[config.mk]
export PLATFORM = sky130hd
export DESIGN_NAME = irq_vector_ctrl
export DESIGN_NICKNAME = d
export VERILOG_FILES = /design/src/rtl/irqv_pkg.sv /design/src/rtl/irqv_nmi_edge.sv /design/src/rtl/irqv_enable_ff.sv /design/src/rtl/irqv_seq.sv /design/src/rtl/irq_vector_ctrl.sv
export SDC_FILE = /design/constraint.sdc
export NUM_CORES = 1
export LEC_CHECK = 0
export BUFFER_PORTS_ARGS = -buffer_cell sky130_fd_sc_hd__buf_2
export CORE_MARGIN = 10
export CORE_UTILIZATION = 40
export DETAILED_ROUTE_END_ITERATION = 7
export GPL_TIMING_DRIVEN = 0
export PLACE_DENSITY_LB_ADDON = 0.25
export SYNTH_ARGS = -nofsm -noshare
export SYNTH_HDL_FRONTEND = slang
export SYNTH_SLANG_ARGS = --single-unit
[constraint.sdc]
create_clock -name clk -period 1.7 [get_ports clk]
set_input_delay 0.17 -clock clk [delete_from_list [all_inputs] [get_ports clk]]
set_output_delay 0.17 -clock clk [all_outputs]
set_load 0.005 [all_outputs]
[src/rtl/irqv_pkg.sv]
package irqv_pkg;
    localparam int DW = 8;
    localparam int AW = 16;

    typedef enum logic [2:0] {
        ST_IDLE,
        ST_ACK,
        ST_PUSH_HI,
        ST_PUSH_LO,
        ST_TBL_LO,
        ST_TBL_HI,
        ST_LOAD,
        ST_RST
    } irqv_state_e;

    typedef enum logic [1:0] {
        MD_INSN  = 2'd0,
        MD_FIXED = 2'd1,
        MD_TABLE = 2'd2
    } irqv_mode_e;
endpackage

[src/rtl/irqv_nmi_edge.sv]
module irqv_nmi_edge (
    input  logic clk,
    input  logic rst_n,
    input  logic nmi_req,
    input  logic take_nmi,
    output logic nmi_pend
);
    logic nmi_prev;

    // Rising edge is remembered until an entry consumes it
    always_ff @(posedge clk or negedge rst_n) begin
        if (!rst_n) begin
            nmi_prev <= 1'b0;
            nmi_pend <= 1'b0;
        end else begin
            nmi_prev <= nmi_req;
            nmi_pend <= (nmi_pend & ~take_nmi) | (nmi_req & ~nmi_prev);
        end
    end
endmodule

[src/rtl/irqv_enable_ff.sv]
module irqv_enable_ff (
    input  logic clk,
    input  logic rst_n,
    input  logic idle,
    input  logic boundary,
    input  logic take_nmi,
    input  logic take_int,
    input  logic ei_cmd,
    input  logic di_cmd,
    input  logic nmi_return,
    output logic en_main,
    output logic en_shadow,
    output logic ei_hold
);
    always_ff @(posedge clk or negedge rst_n) begin
        if (!rst_n) begin
            en_main   <= 1'b0;
            en_shadow <= 1'b0;
            ei_hold   <= 1'b0;
        end else if (idle) begin
            if (take_nmi) begin
                en_shadow <= en_main;
                en_main   <= 1'b0;
            end else if (take_int) begin
                en_main   <= 1'b0;
                en_shadow <= 1'b0;
            end else if (ei_cmd) begin
                en_main   <= 1'b1;
                en_shadow <= 1'b1;
            end else if (di_cmd) begin
                en_main   <= 1'b0;
                en_shadow <= 1'b0;
            end else if (nmi_return) begin
                en_main   <= en_shadow;
            end
            // hold-off spans exactly one boundary after an enable command
            if (ei_cmd) begin
                ei_hold <= 1'b1;
            end else if (boundary) begin
                ei_hold <= 1'b0;
            end
        end
    end
endmodule

[src/rtl/irqv_seq.sv]
module irqv_seq
    import irqv_pkg::*;
#(
    parameter logic [AW-1:0] NMI_TARGET   = 16'h0066,
    parameter logic [AW-1:0] FIXED_TARGET = 16'h0038
) (
    input  logic          clk,
    input  logic          rst_n,
    input  logic          start_nmi,
    input  logic          start_int,
    input  logic [1:0]    im_sel,
    input  logic [DW-1:0] page_reg,
    input  logic [DW-1:0] bus_data,
    input  logic [AW-1:0] pc_cur,
    output logic          idle,
    output logic          ack_io_req,
    output logic          ack_opfetch,
    output logic          push_req,
    output logic [DW-1:0] push_data,
    output logic          tbl_rd,
    output logic [AW-1:0] tbl_addr,
    output logic          pc_load,
    output logic [AW-1:0] pc_new,
    output logic          insn_valid,
    output logic [DW-1:0] insn_byte
);
    irqv_state_e   state_q, state_d;
    irqv_mode_e    mode_q;
    logic          nmi_q;
    logic [AW-1:0] ret_q;
    logic [DW-1:0] page_q, vec_q, lo_q, hi_q;
    logic [AW-1:0] tbl_base;

    assign tbl_base = {page_q, vec_q[DW-1:1], 1'b0};

    // state register
    always_ff @(posedge clk or negedge rst_n) begin
        if (!rst_n) begin
            state_q <= ST_IDLE;
        end else begin
            state_q <= state_d;
        end
    end

    // next state
    always_comb begin
        state_d = state_q;
        unique case (state_q)
            ST_IDLE: begin
                if (start_nmi) begin
                    state_d = ST_PUSH_HI;
                end else if (start_int) begin
                    state_d = ST_ACK;
                end
            end
            ST_ACK:     state_d = (mode_q == MD_INSN) ? ST_RST : ST_PUSH_HI;
            ST_PUSH_HI: state_d = ST_PUSH_LO;
            ST_PUSH_LO: state_d = (!nmi_q && mode_q == MD_TABLE) ? ST_TBL_LO : ST_LOAD;
            ST_TBL_LO:  state_d = ST_TBL_HI;
            ST_TBL_HI:  state_d = ST_LOAD;
            ST_LOAD:    state_d = ST_IDLE;
            ST_RST:     state_d = ST_IDLE;
            default:    state_d = ST_IDLE;
        endcase
    end

    // data captured along the sequence
    always_ff @(posedge clk or negedge rst_n) begin
        if (!rst_n) begin
            mode_q <= MD_INSN;
            nmi_q  <= 1'b0;
            ret_q  <= '0;
            page_q <= '0;
            vec_q  <= '0;
            lo_q   <= '0;
            hi_q   <= '0;
        end else begin
            if (state_q == ST_IDLE && (start_nmi || start_int)) begin
                nmi_q  <= start_nmi;
                ret_q  <= pc_cur;
                page_q <= page_reg;
                mode_q <= (im_sel == 2'd0) ? MD_INSN :
                          ((im_sel == 2'd1) ? MD_FIXED : MD_TABLE);
            end
            if (state_q == ST_ACK) begin
                vec_q <= bus_data;
            end
            if (state_q == ST_TBL_LO) begin
                lo_q <= bus_data;
            end
            if (state_q == ST_TBL_HI) begin
                hi_q <= bus_data;
            end
        end
    end

    // outputs
    always_comb begin
        idle        = 1'b0;
        ack_io_req  = 1'b0;
        ack_opfetch = 1'b0;
        push_req    = 1'b0;
        push_data   = '0;
        tbl_rd      = 1'b0;
        tbl_addr    = '0;
        pc_load     = 1'b0;
        pc_new      = '0;
        insn_valid  = 1'b0;
        insn_byte   = '0;
        unique case (state_q)
            ST_IDLE: idle = 1'b1;
            ST_ACK: begin
                ack_io_req  = 1'b1;
                ack_opfetch = 1'b1;
            end
            ST_PUSH_HI: begin
                push_req  = 1'b1;
                push_data = ret_q[AW-1:DW];
            end
            ST_PUSH_LO: begin
                push_req  = 1'b1;
                push_data = ret_q[DW-1:0];
            end
            ST_TBL_LO: begin
                tbl_rd   = 1'b1;
                tbl_addr = tbl_base;
            end
            ST_TBL_HI: begin
                tbl_rd   = 1'b1;
                tbl_addr = tbl_base | {{(AW-1){1'b0}}, 1'b1};
            end
            ST_LOAD: begin
                pc_load = 1'b1;
                if (nmi_q) begin
                    pc_new = NMI_TARGET;
                end else if (mode_q == MD_FIXED) begin
                    pc_new = FIXED_TARGET;
                end else begin
                    pc_new = {hi_q, lo_q};
                end
            end
            ST_RST: begin
                insn_valid = 1'b1;
                insn_byte  = vec_q;
            end
            default: idle = 1'b0;
        endcase
    end
endmodule

[src/rtl/irq_vector_ctrl.sv]
module irq_vector_ctrl
    import irqv_pkg::*;
#(
    parameter logic [AW-1:0] NMI_TARGET   = 16'h0066,
    parameter logic [AW-1:0] FIXED_TARGET = 16'h0038
) (
    input  logic          clk,
    input  logic          rst_n,
    input  logic          nmi_req,
    input  logic          int_req,
    input  logic          insn_boundary,
    input  logic          ei_cmd,
    input  logic          di_cmd,
    input  logic          nmi_return,
    input  logic [1:0]    im_sel,
    input  logic [DW-1:0] page_reg,
    input  logic [DW-1:0] bus_data,
    input  logic [AW-1:0] pc_cur,
    output logic          busy,
    output logic          en_main,
    output logic          en_shadow,
    output logic          ack_io_req,
    output logic          ack_opfetch,
    output logic          push_req,
    output logic [DW-1:0] push_data,
    output logic          tbl_rd,
    output logic [AW-1:0] tbl_addr,
    output logic          pc_load,
    output logic [AW-1:0] pc_new,
    output logic          insn_valid,
    output logic [DW-1:0] insn_byte
);
    logic idle, nmi_pend, ei_hold, take_nmi, take_int;

    assign take_nmi = idle & insn_boundary & nmi_pend;
    assign take_int = idle & insn_boundary & ~nmi_pend & en_main & int_req & ~ei_hold;
    assign busy     = ~idle;

    irqv_nmi_edge u_nmi (
        .clk      (clk),
        .rst_n    (rst_n),
        .nmi_req  (nmi_req),
        .take_nmi (take_nmi),
        .nmi_pend (nmi_pend)
    );

    irqv_enable_ff u_en (
        .clk        (clk),
        .rst_n      (rst_n),
        .idle       (idle),
        .boundary   (insn_boundary),
        .take_nmi   (take_nmi),
        .take_int   (take_int),
        .ei_cmd     (ei_cmd),
        .di_cmd     (di_cmd),
        .nmi_return (nmi_return),
        .en_main    (en_main),
        .en_shadow  (en_shadow),
        .ei_hold    (ei_hold)
    );

    irqv_seq #(
        .NMI_TARGET   (NMI_TARGET),
        .FIXED_TARGET (FIXED_TARGET)
    ) u_seq (
        .clk         (clk),
        .rst_n       (rst_n),
        .start_nmi   (take_nmi),
        .start_int   (take_int),
        .im_sel      (im_sel),
        .page_reg    (page_reg),
        .bus_data    (bus_data),
        .pc_cur      (pc_cur),
        .idle        (idle),
        .ack_io_req  (ack_io_req),
        .ack_opfetch (ack_opfetch),
        .push_req    (push_req),
        .push_data   (push_data),
        .tbl_rd      (tbl_rd),
        .tbl_addr    (tbl_addr),
        .pc_load     (pc_load),
        .pc_new      (pc_new),
        .insn_valid  (insn_valid),
        .insn_byte   (insn_byte)
    );
endmodule

==> results of run 1 <==
## cells by family after synthesis
kind of cell / Yosys count / share of synthesized area
mux: 58 / 0.227
compound gates: 19 / 0.0410
buf+inv: 21 / 0.0432
flops: 59 / 0.521
simple gates: 75 / 0.169
## sequential cells by signal (all words and copies together), names as in the netlist
signal and flops:
u_nmi.nmi_prev 1, u_en.en_main 1, u_seq.hi_q 8, u_seq.nmi_q 1, u_seq.ret_q 16, u_seq.lo_q 8
u_seq.state_q 3, u_seq.mode_q 2, u_en.en_shadow 1, u_seq.page_q 8, u_nmi.nmi_pend 1, u_en.ei_hold 1
u_seq.vec_q 8
## synthesized netlist by cell type (3+ instances only)
| cell type | n |
|---|---|
| dfrtp_1 | 59 |
| and2_1 | 33 |
| mux2_2 | 33 |
| mux2_1 | 17 |
| nor2_1 | 16 |
| mux2i_1 | 8 |
| inv_1 | 7 |
| a21oi_1 | 6 |
| o21ai_0 | 6 |
| clkbuf_1 | 5 |
| buf_2 | 4 |
| nor2b_1 | 3 |
| nor3_1 | 3 |
## through the flow
| step | instances | util | setup slack, ps | area [um2] | hold slack, ps |
|---|---|---|---|---|---|
| final | 460 | 0.604 | -18.3 | 4130 | 46.7 |
| after CTS | 452 | 0.568 | -16.9 | 3880 | 28.7 |
| after floorplan | 232 | - | 103 | 2840 | -126 |
| after detailed placement | 426 | 0.505 | -233 | 3450 | 298 |
| after global placement | 426 | 0.505 | -222 | 3450 | 294 |
| after global routing | 460 | 0.604 | -111 | 4130 | 38.5 |
## timing repair
item	4_1_cts	5_1_grt
gates cloned	0	3
setup buffers	12	4
setup endpoints to repair	67	62
pin swaps	12	9
gates resized for setup	36	36
endpoints found under the hold margin	1	59
hold buffers	1	1
## layout make-up
type	instances	area [um2]	share of cell area
well taps	96	120	0.0291
multi-input cells	152	1350	0.326
repair buffers	119	815	0.197
clock inverters	5	52.6	0.0127
inverters	7	26.3	0.00637
plain buffers	11	146	0.0355
clock buffers	11	141	0.0343
flip-flops and latches	59	1480	0.358
## final timing paths
| kind | from | to | slack [ps] | cells after the start |
|---|---|---|---|---|
| worst max-delay path | u_seq.state_q[2]$_DFFE_PN0P_ | u_seq.ret_q[10]$_DFFE_PN0P_ | -20 | 6 |
| worst min register to register | u_nmi.nmi_prev$_DFF_PN0_ | u_nmi.nmi_pend$_DFF_PN0_ | 440 | 1 |
| max in group asynchronous | rst_n | u_seq.page_q[1]$_DFFE_PN0P_ | 740 | 2 |
| worst min-delay path | pc_cur[9] | u_seq.ret_q[9]$_DFFE_PN0P_ | 50 | 2 |
| min in group asynchronous | rst_n | u_seq.hi_q[7]$_DFFE_PN0N_ | 440 | 2 |
| worst max register to register | u_seq.state_q[2]$_DFFE_PN0P_ | u_seq.ret_q[10]$_DFFE_PN0P_ | -20 | 6 |
## routing by layer
metal | up-vias | wire length, um | GRT usage
li1 | 1049 | - | -
met1 | 1066 | 3310 | 0.162
met2 | 80 | 3440 | 0.203
met3 | 12 | 608 | 0.0570
met4 | 0 | 123 | 0.0567
met5 | - | 0 | 0
## power breakdown
part	switching [mW]	internal, mW	leakage, nW
clock	0.551	0.709	0.0991
sequential	0.437	2.12	0.699
combinational	1.33	1.91	1.25
total	2.32	4.73	2.05
==> results.yml, run 1 <==
worst_setup_path:
  end_kind: "flop"
  crit_chain: "buf_4, nor4b_4, o21a_1, buf_6, clkbuf_16, mux2_1"
  crit_type: "reg2reg"
  worst-path-buf-inv: 3
  crit_family: "buffers and inverters"
  critical_path.max_stage_delay_ps: 410
  setup.worst_path.start_class: "flop"
  cp.arrival_ps: 1940
  path_max_fanout: 6
  required_ps: 1920
  slowest_stage: "dfrtp_1"
pwr:
  total_power_mw: 7.05
  irDropWorstVdd_uv: 910
  leakage_nw: 2.05
  power_density_nw_per_um2: 1710
placement:
  hpwl_mm: 5.17
  io_buffers: 98
  gp_congestion: 0.748
yosys:
  syn_nets: 274
  synth_edf_count: 0
  avgSynthCellArea_um2: 12.2
  synth.distinct_cells: 37
  seq_area_frac_synth: 0.521
  netlist_area_um2: 2840
  ys_ff_latch: 59
  synthArstFlopShare: 1.00
  syn_inst: 232
  yosysTopAreaCell: "dfrtp_1"
  ys_warn_count: 0
  synth_top_area_frac: 0.521
  ys_top_cells_by_area: "dfrtp_1 (52%), mux2_2 (13%), and2_1 (7.3%)"
  synth_ff_type: "dfrtp_1"
cts:
  path_clk_slew_ps: 70
  insertion_delay_ps: 340
  cts_sinks: 59
  cts_buffers: 9
  clk_path_buf_depth: 2
  cts_tree: "done"
  h-tree-depth: 3
  cts_root_buf: "clkbuf_8"
cells_and_area:
  drive_above_1_share: 0.574
  antenna_cells: 0
  fin_nets: 401
  layout.cells.most_common_list: "buf_2 (82), dfrtp_1 (57), mux2_2 (33)"
  final_common_cell: "buf_2"
  area_delta_synth_final_pct: 45.5
  nFillCells: 606
sta:
  max_freq_mhz: 582
  slew_viol_final: 0
  rsz0062_at_grt: "yes"
  period_minus_slack_ps: 1720
  worst_slew_pin_slew_ps: 753
  finalSetupViolations: 13
  tns_ps: -85.5
  post-route-period-util: 1.01
  fin_skew_ps: 9.82
  maxSlewHeadroom: 0.498
  hold_violations: 0
  fin_ws_ps: -18.3
worst_hold_path:
  hp-class: "in2reg"
global_routing:
  grt_max_degree: 60
  grtUsageTotal: 0.134
  grt_pass1_wl_mm: 11.9
  antenna_found_initial: 0
  grt_overflow_total: 0
  grt_pass1_vias: 2381
floorplanning:
  core_area_um2: 6830
  die_w_um: 104
  initial_utilization: 0.415
  fp-row-count: 30
  ioPinCount: 99
  die_h_um: 104
  dieArea_um2: 10900
drt:
  vias_per_cell: 4.80
  drt-pass1-iter-count: 4
  vias: 2207
  ant_nets: 0
  drt-total-wl_mm: 7.48
  dr.first_iter.drc_count: 64
  drc: 0
  wire_per_inst_um: 16.3
job:
  cap_violations: 0
status:
  status: "finished with violations"
  violations: "setup timing"
(Power assumes the default switching activity.)
==> inputs of run 2 (changes only) <==
--- a/config.mk
+++ b/config.mk
@@ -10,6 +10,7 @@
 export CORE_UTILIZATION = 40
 export DETAILED_ROUTE_END_ITERATION = 7
 export GPL_TIMING_DRIVEN = 0
+export MAX_ROUTING_LAYER = met4
 export PLACE_DENSITY_LB_ADDON = 0.25
 export SYNTH_ARGS = -nofsm -noshare
 export SYNTH_HDL_FRONTEND = slang
==> constraint.sdc (replaced) <==
create_clock -name clk -period 1.7 [get_ports clk]
set_input_delay 0.17 -clock clk [delete_from_list [all_inputs] [get_ports clk]]
set_output_delay 0.17 -clock clk [all_outputs]
set_load 0.05 [all_outputs]
==> results.yml, run 2 (synthesis gave the netlist of run 1 again) <==
status:
  status: "finished with violations"
  violations: "setup timing"
worst_setup_path:
  cpMostUsedCell: "buf_6"
  end_kind: "output pin"
  critical_path.max_stage_delay_ps: 410
  cp.arrival_ps: 1620
  setup.worst_path.start_class: "flop"
  crit_family: "buffers and inverters"
  path_max_fanout: 7
  crit_type: "reg2out"
  worst-path-buf-inv: 3
  required_ps: 1530
  slowest_stage: "dfrtp_2"
  crit_chain: "buf_6, nand3b_4, nor3_4, buf_6, and2_4, buf_8"
sta:
  finalSetupViolations: 53
  period_minus_slack_ps: 1790
  worst_slew_pin_slew_ps: 780
  fin_skew_ps: 7.22
  post-route-period-util: 1.05
  fin_ws_ps: -85.6
  maxSlewHeadroom: 0.480
  max_freq_mhz: 560
  slew_viol_final: 0
  rsz0062_at_grt: "yes"
  hold_violations: 0
global_routing:
  antenna_found_initial: 0
  grt_pass1_vias: 2424
  grt_overflow_total: 0
  grt_max_degree: 60
  grtUsageTotal: 0.145
  grt_pass1_wl_mm: 12.4
drt:
  ant_nets: 0
  drt-pass1-iter-count: 4
  vias: 2325
  drt-total-wl_mm: 8.64
  drc: 0
  vias_per_cell: 4.93
  dr.first_iter.drc_count: 48
  wire_per_inst_um: 18.3
cells_and_area:
  nFillCells: 488
  max_flop_register: "u_seq.ret_q"
  fin_nets: 414
  drive_above_1_share: 0.734
  antenna_cells: 0
  area_delta_synth_final_pct: 70.0
  final_common_cell: "dfrtp_1"
  layoutNonFillerInstCount: 472
  largest_register_ffs: 16
  layout.cells.most_common_list: "dfrtp_1 (54), buf_2 (44), mux2_2 (33)"
pwr:
  power_density_nw_per_um2: 2070
  irDropWorstVdd_uv: 1320
  leakage_nw: 2.24
  total_power_mw: 10.0
placement:
  dp.cells: 426
  io_buffers: 98
  hpwl_mm: 5.11
  gp_congestion: 0.745
floorplanning:
  die_h_um: 104
  die_w_um: 104
  ioPinCount: 99
  dieArea_um2: 10900
  fp-row-count: 30
  core_area_um2: 6830
  initial_utilization: 0.415
cts:
  cts_tree: "done"
  insertion_delay_ps: 330
  cts_root_buf: "clkbuf_8"
  path_clk_slew_ps: 60
  h-tree-depth: 3
  cts_buffers: 9
  clk_path_buf_depth: 2
  cts_sinks: 59
job:
  cap_violations: 0
worst_hold_path:
  hp-class: "in2reg"
[run 2: changes by cell type in the layout (fill, tap and decap cells not counted), sizes merged]
cell / delta
clkbuf: +1
clkinv: -1
nand2b: +1
bufinv: -1
buf: +13
clkinvlp: -1
[run 2: worst reg2reg max path: cells and delay by family (launching register included)]
family,cells,cell delay [ps]
and+or+nand+nor,1,200
DFF,1,460
buffers and inverters,4,650
muxes,1,330
[run 2: layer usage]
layer / GRT usage / share of wire / vias to the layer above
li1: - / - / 1076
met1: 0.179 / 0.42 / 1156
met2: 0.221 / 0.50 / 84
met3: 0.0440 / 0.065 / 9
met4: 0.0507 / 0.010 / 0
met5: - / 0 / -
[run 2: timing repair]
action | 4_1_cts | 5_1_grt
buffers inserted | 15 | 13
gates resized for setup | 159 | 86
endpoints found under the setup margin | 79 | 85
cloned | 1 | 3
pin swaps | 20 | 12
hold buffers | 1 | 1
endpoints found under the hold margin | 1 | 59
[run 2: path summary, 6_finish.rpt]
kind                                         startpoint                     endpoint  slack, ps  cells after the start
setup / recovery           u_seq.state_q[2]$_DFFE_PN0P_                    pc_new[9]        -90                      6
hold / removal                                pc_cur[6]   u_seq.ret_q[6]$_DFFE_PN0P_         70                      2
max in group asynchronous                         rst_n  u_seq.mode_q[0]$_DFFE_PN0P_        670                      2
min in group asynchronous                         rst_n   u_seq.vec_q[7]$_DFFE_PN0P_        460                      2
hold reg to reg                u_nmi.nmi_prev$_DFF_PN0_     u_nmi.nmi_pend$_DFF_PN0_        420                      1
setup reg to reg           u_seq.state_q[1]$_DFFE_PN0P_   u_seq.vec_q[3]$_DFFE_PN0P_        -50                      6
[run 2: metrics by stage]
step / setup slack (ps) / util / TNS, ps / instance area (um2) / hold slack (ps)
3_3_place_gp: -277 / 0.511 / -4190 / 3490 / 294
4_1_cts: -101 / 0.634 / -1490 / 4330 / 33.7
3_5_place_dp: -273 / 0.511 / -5170 / 3490 / 300
6_report: -85.6 / 0.706 / -2090 / 4820 / 66.6
2_1_floorplan: -304 / - / -679 / 2880 / -126
5_1_grt: -167 / 0.706 / -6390 / 4820 / 60.2
[run 2: final cells by class]
class	instances	area (um2)	area share
flip-flops and latches	59	1480	0.308
multi-input cells	153	1610	0.334
inverters	7	26.3	0.00545
clock inverters	2	10.0	0.00208
well taps	96	120	0.0249
plain buffers	11	155	0.0322
repair buffers	131	1250	0.259
clock buffers	13	169	0.0350
[run 2: power breakdown]
part	switching (mW)	total, mW	internal [mW]	leakage, nW
sequential	0.596	2.72	2.13	0.695
clock	0.524	1.16	0.636	0.0953
combinational	3.09	6.12	3.03	1.45
total	4.21	10.0	5.79	2.24
